## config.mk

```make
export PLATFORM = sky130hd
export DESIGN_NAME = csa_adder
export DESIGN_NICKNAME = d
export VERILOG_FILES = /design/src/rtl/csa_pkg.sv /design/src/rtl/csa_ripple.sv /design/src/rtl/csa_sel.sv /design/src/rtl/csa_stage.sv /design/src/rtl/csa_adder.sv
export SDC_FILE = /design/constraint.sdc
export NUM_CORES = 1
export LEC_CHECK = 0
export ABC_AREA = 1
export CAP_MARGIN = 20
export CORE_AREA = 5 5 42 44
export DETAILED_ROUTE_END_ITERATION = 12
export DIE_AREA = 0 0 47 49
export SLEW_MARGIN = 5
export SYNTH_ARGS = -nofsm -noshare
export SYNTH_HDL_FRONTEND = slang
export SYNTH_SLANG_ARGS = --single-unit
export TNS_END_PERCENT = 10
```

## constraint.sdc

```tcl
create_clock -name vclk -period 5
set_clock_uncertainty 0.05 [all_clocks]
set_input_delay 0.75 -clock vclk [all_inputs]
set_output_delay 0.75 -clock vclk [all_outputs]
set_load 0.1 [all_outputs]
```

## src/rtl/csa_pkg.sv

```systemverilog
// Package: shared helpers for the carry-select adder.
// Holds the carry-merge function, so that the top level and every
// recursive stage form their carry-out the same way.
package csa_pkg;

    // Merge the two speculative upper carries with the real lower carry.
    // The late lower carry sits on the short path: OR first, then AND.
    function automatic logic csa_carry_merge(
        input logic hi_c0,
        input logic lo_c,
        input logic hi_c1
    );
        return (hi_c0 | lo_c) & hi_c1;
    endfunction

endpackage

```

## src/rtl/csa_ripple.sv

```systemverilog
// Module: csa_ripple
// Plain ripple-carry adder of W bits. It is the leaf of the carry-select tree.
// Assumes: W >= 1. Purely combinational.
module csa_ripple #(
    parameter int W = 4
) (
    input  logic [W-1:0] a,
    input  logic [W-1:0] b,
    input  logic         cin,
    output logic [W-1:0] sum,
    output logic         cout
);

    // Walk the carry from bit 0 upward, one full adder per bit.
    always_comb begin
        logic cy;
        cy = cin;
        for (int i = 0; i < W; i++) begin
            sum[i] = a[i] ^ b[i] ^ cy;
            cy     = (a[i] & b[i]) | (cy & (a[i] ^ b[i]));
        end
        cout = cy;
    end

endmodule

```

## src/rtl/csa_sel.sv

```systemverilog
// Module: csa_sel
// 2:1 selector for one speculative upper-half sum.
// Assumes: pick arrives late. It is the real carry from the lower half.
module csa_sel #(
    parameter int W = 4
) (
    input  logic [W-1:0] sum_c0,
    input  logic [W-1:0] sum_c1,
    input  logic         pick,
    output logic [W-1:0] sum_out
);

    // Choose the upper sum that matches the real incoming carry.
    always_comb begin
        sum_out = pick ? sum_c1 : sum_c0;
    end

endmodule

```

## src/rtl/csa_stage.sv

```systemverilog
// Module: csa_stage
// One adder of W bits. It is a ripple leaf when recursion is off, or when W
// has reached LEAF_W. Otherwise it is a carry-select split whose halves are
// csa_stage instances again.
// Assumes: W >= 1 and LEAF_W >= 1. An odd W is split as floor/ceil.
module csa_stage #(
    parameter int W         = 4,
    parameter bit RECURSIVE = 1'b0,
    parameter int LEAF_W    = 4
) (
    input  logic [W-1:0] a,
    input  logic [W-1:0] b,
    input  logic         cin,
    output logic [W-1:0] sum,
    output logic         cout
);
    import csa_pkg::*;

    localparam int  LO_W    = W / 2;
    localparam int  HI_W    = W - LO_W;
    localparam bit  IS_LEAF = (!RECURSIVE) || (W <= LEAF_W) || (W < 2);

    generate
        if (IS_LEAF) begin : g_leaf
            csa_ripple #(.W(W)) rip_i (
                .a   (a),
                .b   (b),
                .cin (cin),
                .sum (sum),
                .cout(cout)
            );
        end else begin : g_split
            logic [LO_W-1:0] lo_sum;
            logic            lo_c;
            logic [HI_W-1:0] hs0, hs1, hsel;
            logic            hc0, hc1;

            csa_stage #(.W(LO_W), .RECURSIVE(RECURSIVE), .LEAF_W(LEAF_W)) lo_i (
                .a   (a[LO_W-1:0]),
                .b   (b[LO_W-1:0]),
                .cin (cin),
                .sum (lo_sum),
                .cout(lo_c)
            );
            csa_stage #(.W(HI_W), .RECURSIVE(RECURSIVE), .LEAF_W(LEAF_W)) hi0_i (
                .a   (a[W-1:LO_W]),
                .b   (b[W-1:LO_W]),
                .cin (1'b0),
                .sum (hs0),
                .cout(hc0)
            );
            csa_stage #(.W(HI_W), .RECURSIVE(RECURSIVE), .LEAF_W(LEAF_W)) hi1_i (
                .a   (a[W-1:LO_W]),
                .b   (b[W-1:LO_W]),
                .cin (1'b1),
                .sum (hs1),
                .cout(hc1)
            );
            csa_sel #(.W(HI_W)) sel_i (
                .sum_c0 (hs0),
                .sum_c1 (hs1),
                .pick   (lo_c),
                .sum_out(hsel)
            );

            // Put the halves together and merge the carries.
            always_comb begin
                sum  = {hsel, lo_sum};
                cout = csa_carry_merge(hc0, lo_c, hc1);
            end
        end
    endgenerate

endmodule

```

## src/rtl/csa_adder.sv

```systemverilog
// Module: csa_adder (top)
// Carry-select adder of N bits: {cout, sum} = a + b + cin.
// The lower half ripples from cin. The upper half is summed for both
// possible carries, and the real lower carry selects the result. With
// RECURSIVE set, every half repeats the split down to LEAF_W bits.
// Assumes: N even and N >= 2. No clock, no reset.
module csa_adder #(
    parameter int N         = 8,
    parameter bit RECURSIVE = 1'b0,
    parameter int LEAF_W    = 4
) (
    input  logic [N-1:0] a,
    input  logic [N-1:0] b,
    input  logic         cin,
    output logic [N-1:0] sum,
    output logic         cout
);
    import csa_pkg::*;

    localparam int H = N / 2;

    // Stop elaboration on a width the split cannot take.
    generate
        if ((N < 2) || ((N % 2) != 0)) begin : g_bad_width
            $error("csa_adder: N must be even and at least 2");
        end
    endgenerate

    logic [H-1:0] lo_sum;
    logic         lo_carry;
    logic [H-1:0] hi_sum0, hi_sum1, hi_sum;
    logic         hi_c0, hi_c1;

    csa_stage #(.W(H), .RECURSIVE(RECURSIVE), .LEAF_W(LEAF_W)) lo_i (
        .a   (a[H-1:0]),
        .b   (b[H-1:0]),
        .cin (cin),
        .sum (lo_sum),
        .cout(lo_carry)
    );
    csa_stage #(.W(H), .RECURSIVE(RECURSIVE), .LEAF_W(LEAF_W)) hi0_i (
        .a   (a[N-1:H]),
        .b   (b[N-1:H]),
        .cin (1'b0),
        .sum (hi_sum0),
        .cout(hi_c0)
    );
    csa_stage #(.W(H), .RECURSIVE(RECURSIVE), .LEAF_W(LEAF_W)) hi1_i (
        .a   (a[N-1:H]),
        .b   (b[N-1:H]),
        .cin (1'b1),
        .sum (hi_sum1),
        .cout(hi_c1)
    );
    csa_sel #(.W(H)) sel_i (
        .sum_c0 (hi_sum0),
        .sum_c1 (hi_sum1),
        .pick   (lo_carry),
        .sum_out(hi_sum)
    );

    // Drive the outputs from the selected upper sum and the merged carry.
    always_comb begin
        sum  = {hi_sum, lo_sum};
        cout = csa_carry_merge(hi_c0, lo_carry, hi_c1);
    end

endmodule

```

==> run metrics, run 1 <==
status=finished clean; crit-path cells=clkdlybuf4s50_1 -> fa_1 -> fa_1 -> inv_1 -> fa_1 -> inv_1 -> fa_1 -> nand2_1 -> o21ai_0 -> xnor2_1 -> buf_12; Critical Path End=sum[5]; Hold Fails Final Rpt=0; FF+latch count=0; critical path arrival=3.42 ns; Mean Syn Cell Area=6.990 sq um; initial antenna violation count=0; synthesis-to-finish area growth=92.61%; Post-Syn Nets=72; layout cells sized above 1=18.06%; RSZ-0062 raised after global routing=false; ANT cells=0; Worst Path Required=approximately 4.2 ns; Die Y-Extent=just under 50 um; Synth area leader=fa_1; WL/cell=between 8 and 9 um; switch share=a little over two thirds; P_leak=~0.00032 uW; Pwr Density=300.7 nW/um^2; Slew Limit Headroom=35.82%; Hold WC Path Type=input pin to output pin; crit path capture type=output pin; hold_sp=b[2]; core footprint=1401 sq um; crit path from=a[0]; Internal=55.61 uW; CP peak stage delay=roughly 0.47 ns; first drt pass iteration count=3; final period utilization=around 84%; Final Critical Period=approximately 4.2 ns; most frequent cells after synthesis=inv_1 (14), nand2_1 (10), ha_1 (5), fa_1 (4); DRC errors left=0; post-route ant nets=0; largest net degree at the start of global routing=7; YS warnings=0; GPL Wtd Cong=a little under 0.7; num ports=26; final net count=100; DIE WIDTH=between 40 and 50 um; hold_buf cts=0; first-pass GRT wire length=roughly 1300 um; CP max FO=6; clock buf count=0; Clock Power Share=0%; DR iter-0 viols=1; Total GRT Usage=between 6 and 7%; crit start category=input pin; Flop pwr share=0%; grt ovf=0; max-cap violations=0; DR vias=356; post-CTS setup buffers=0; fmax=roughly 240 MHz; CTS resizes=0; sw power=between 100 and 150 uW; top cells by area, synth=fa_1 (25%), ha_1 (19%), inv_1 (16%); Yosys cell types=15; synthesized cell area=321.6 sq um; register area share after synthesis=0%; Vias/cell=roughly 4.0; Cell Rows=14; die area=around 2300 sq um; Reg area=0 sq um; count leader, synth=inv_1; Crit path top cell by count=fa_1; maximum vdd drop=between 0.1 and 0.15 mV; post-synth top area share=24.90%; Final Slew Violations=0; Gate Count Post-Synth=46; Worst path slowest cell=fa_1; Post-DP HPWL=730.4 um; final setup TNS=0 ns; Starting Density=22.95%; Crit Path Category=input pin to output pin; Port Buffer Count=26; Post-Route WL=776 um; vias in the first global route=343; combinational power share=100.0%; Final Util=around 44%; Worst Tran Pin Value=0.9597 ns; final setup violation count=0
-- layout make-up --
class	count	area (sq um)
multi-input combinational	32	269.0
timing repair buffer	26	277.8
tap	16	20.02
fill	148	782.0
inverter	14	52.55
-- per-layer routing --
layer	track usage, %	part of all wire [%]	up-vias
li1	-	-	191
met1	9.451	38	145
met2	11.99	45	20
met4	0	0	0
met3	0.3690	17	0
met5	0	0	-
-- cells in the final DEF (no fill, tap or decap) --
| master | synthesis | final |
|---|---|---|
| clkdlybuf4s50_1 | 0 | 18 |
| buf_12 | 0 | 3 |
| o21ai_1 | 1 | 1 |
| fa_1 | 4 | 4 |
| nand2_2 | 2 | 2 |
| buf_4 | 0 | 5 |
| o211ai_1 | 1 | 1 |
| nand3_1 | 2 | 2 |
| nand2_1 | 10 | 10 |
| ha_1 | 5 | 5 |
| o21ai_0 | 1 | 1 |
| nand3_2 | 1 | 1 |
| a21oi_2 | 1 | 1 |
| xnor2_1 | 1 | 1 |
| xor2_1 | 1 | 1 |
| inv_1 | 14 | 14 |
| nor2_1 | 1 | 1 |
| o21ai_2 | 1 | 1 |
-- power by group through the flow --
stage | clock, uW | sequential [uW] | combinational (uW)
final | 0 | 0 | 186
after global routing | 0 | 0 | 196
after global placement | 0 | 0 | 187
after floorplan | 0 | 0 | 135
after detailed placement | 0 | 0 | 188
after CTS | 0 | 0 | 189
-- critical path: cells and delay by family --
family | cells | cell delay [ns]
adder cells (fa/ha/maj) | 4 | 1.43
XOR/XNOR | 1 | 0.28
buffers and inverters | 4 | 0.77
AND/OR/NAND/NOR | 1 | 0.09
AO/OA/AOI/OAI | 1 | 0.09
-- kinds of logic (layout without fill, tap and decap cells) --
group | Yosys count | count (layout) | share of synthesized area [%]
simple gates | 16 | 16 | 22.96
fa+ha+maj | 9 | 9 | 44.36
buf+inv | 14 | 40 | 16.34
compound gates | 5 | 5 | 10.89
xor+xnor | 2 | 2 | 5.448
-- worst min path at each step --
| stage | endpoint | cells after the start | slack (ns) |
|---|---|---|---|
| 5_1_grt | cout | 5 | 2.36 |
| 3_5_place_dp | sum[2] | 5 | 2.33 |
| 6_report | sum[2] | 5 | 2.33 |
| 3_3_place_gp | sum[2] | 5 | 2.33 |
| 4_1_cts | sum[2] | 5 | 2.34 |
| 2_1_floorplan | sum[2] | 3 | 2.01 |
-- stage by stage --
| step | hold slack, ns | cell area (sq um) | setup slack, ns | cells | power (uW) |
|---|---|---|---|---|---|
| after detailed placement | 2.333 | 619.3 | 0.7694 | 88 | 187.9 |
| after global placement | 2.334 | 619.3 | 0.7588 | 88 | 186.7 |
| final | 2.331 | 619.3 | 0.7837 | 88 | 186.2 |
| after floorplan | 2.010 | 321.6 | 0.2204 | 46 | 134.6 |
| after CTS | 2.341 | 619.3 | 0.7376 | 88 | 188.5 |
| after global routing | 2.362 | 619.3 | 0.6101 | 88 | 195.7 |
(Power assumes the default switching activity.)
==> run 2: changes to the inputs <==
Clock period 5 ns to 3.95 ns, I/O delays scaled along.
==> run metrics, run 2 (synthesis gave the netlist of run 1 again) <==
Pwr Density=about 380 nW/um^2; DR vias=369; hold worst-path end=sum[2]; hold_sp=b[2]; layout cells sized above 1=a little under a quarter; Final Critical Period=around 3.8 ns; commonest non-fill, non-tap cell in the layout=clkdlybuf4s50_1; Port Buffer Count=26; critical path arrival=approximately 3.1 ns; hold_buf cts=0; DR iter-0 viols=2; FF+latch count=0; final setup violation count=0; most frequent cells in the layout=clkdlybuf4s50_1 (17), inv_1 (14), nand2_1 (10); ANT cells=0; Reg area=0 sq um; CP max FO=6; max-cap violations=0; Final Slew Violations=0; grt ovf=0; final net count=slightly above 100; Hold Fails Final Rpt=0; fin area=about 700 sq um; critical path buffer and inverter count=5; Die Y-Extent=just under 50 um; Slew Limit Headroom=about four fifths; P_leak=around 0.00035 uW; Hold Path Depth=5; crit path capture type=output pin; post-route ant nets=0; num ports=26; maximum vdd drop=~0.18 mV; WL/cell=between 9 and 10 um; RSZ-0062 raised after global routing=false; crit start category=input pin; Crit Path Category=input pin to output pin; Post-Route WL=roughly 810 um; die area=2303 sq um; clock buf count=0; vias in the first global route=~330; status=finished clean; Hold WC Path Type=input pin to output pin; first drt pass iteration count=2; Area after DPL=slightly below 700 sq um; synthesis-to-finish area growth=112.8%; DRC errors left=0; first-pass GRT wire length=roughly 1200 um; Vias/cell=between 4 and 5; Largest delay share family, worst path=adder cells; Worst Tran Pin Value=~0.28 ns; Final Util=about half; Worst Path Required=3.31 ns; core footprint=about 1400 sq um; fmax=around 270 MHz; CP peak stage delay=roughly 0.44 ns; post-CTS setup buffers=0; overall power=about 260 uW; Post-DP HPWL=roughly 760 um; final period utilization=between 90% and 100%; initial antenna violation count=0; largest net degree at the start of global routing=7; Starting Density=between 20% and 30%; GPL Wtd Cong=around 0.7; Total GRT Usage=6.761%; Cell Rows=14; crit-path cells=clkdlybuf4s50_1 -> fa_1 -> fa_1 -> inv_1 -> fa_1 -> inv_1 -> fa_2 -> inv_1 -> nand2_1 -> o21ai_1 -> nand2_1 -> nand2_1 -> buf_12; Worst path slowest cell=clkdlybuf4s50_1; DIE WIDTH=about 47 um
[run 2: how the worst max path moves through the flow]
stage               from     end  slack [ns]  cells past startpoint
finish              a[0]  sum[6]        0.18                     13
global route        a[0]  sum[7]        0.03                     13
CTS                 a[0]  sum[6]        0.06                     13
detailed placement  a[0]  sum[5]      -0.009                     10
global placement    a[0]  sum[5]        0.03                     10
floorplan           a[0]  sum[4]       -0.24                      7
[run 2: routing by layer]
metal | share of wire (%) | vias up | GRT usage, %
met1 | 37 | 158 | 9.011
met3 | 16 | 0 | 0.7380
met2 | 48 | 19 | 11.99
met4 | 0 | 0 | 0
li1 | - | 192 | -
met5 | 0 | - | 0
[run 2: worst min-delay path, cell delays in order]
cell,delay (ns)
clkdlybuf4s50_1,0.40
inv_1,0.07
fa_1,0.15
inv_1,0.06
buf_12,0.16
[run 2: power breakdown]
group          internal (uW)  switching [uW]  leakage [uW]  total (uW)
Clock                      0               0             0           0
Sequential                 0               0             0           0
Combinational           92.4             171      0.000347         263
[run 2: layout make-up]
class	count	area (sq um)
tap	16	20.02
multi-input combinational	32	279.0
fill	145	716.9
inverter	14	52.55
timing repair buffer	27	332.8
[run 2: metrics by stage]
stage          hold slack (ns)  cells  setup slack [ns]   TNS (ns)
3_3_place_gp             1.986     89           0.02717          0
4_1_cts                  1.988     89           0.05728          0
6_report                 1.980     89            0.1813          0
3_5_place_dp             1.980     89         -0.009128  -0.009128
5_1_grt                  2.051     89           0.03046          0
2_1_floorplan            1.695     46           -0.2446    -0.2446
[run 2: what timing repair did]
action,in CTS,in global routing
endpoints found under the hold margin,0,0
gates resized for setup,1,1
setup endpoints to repair,1,5
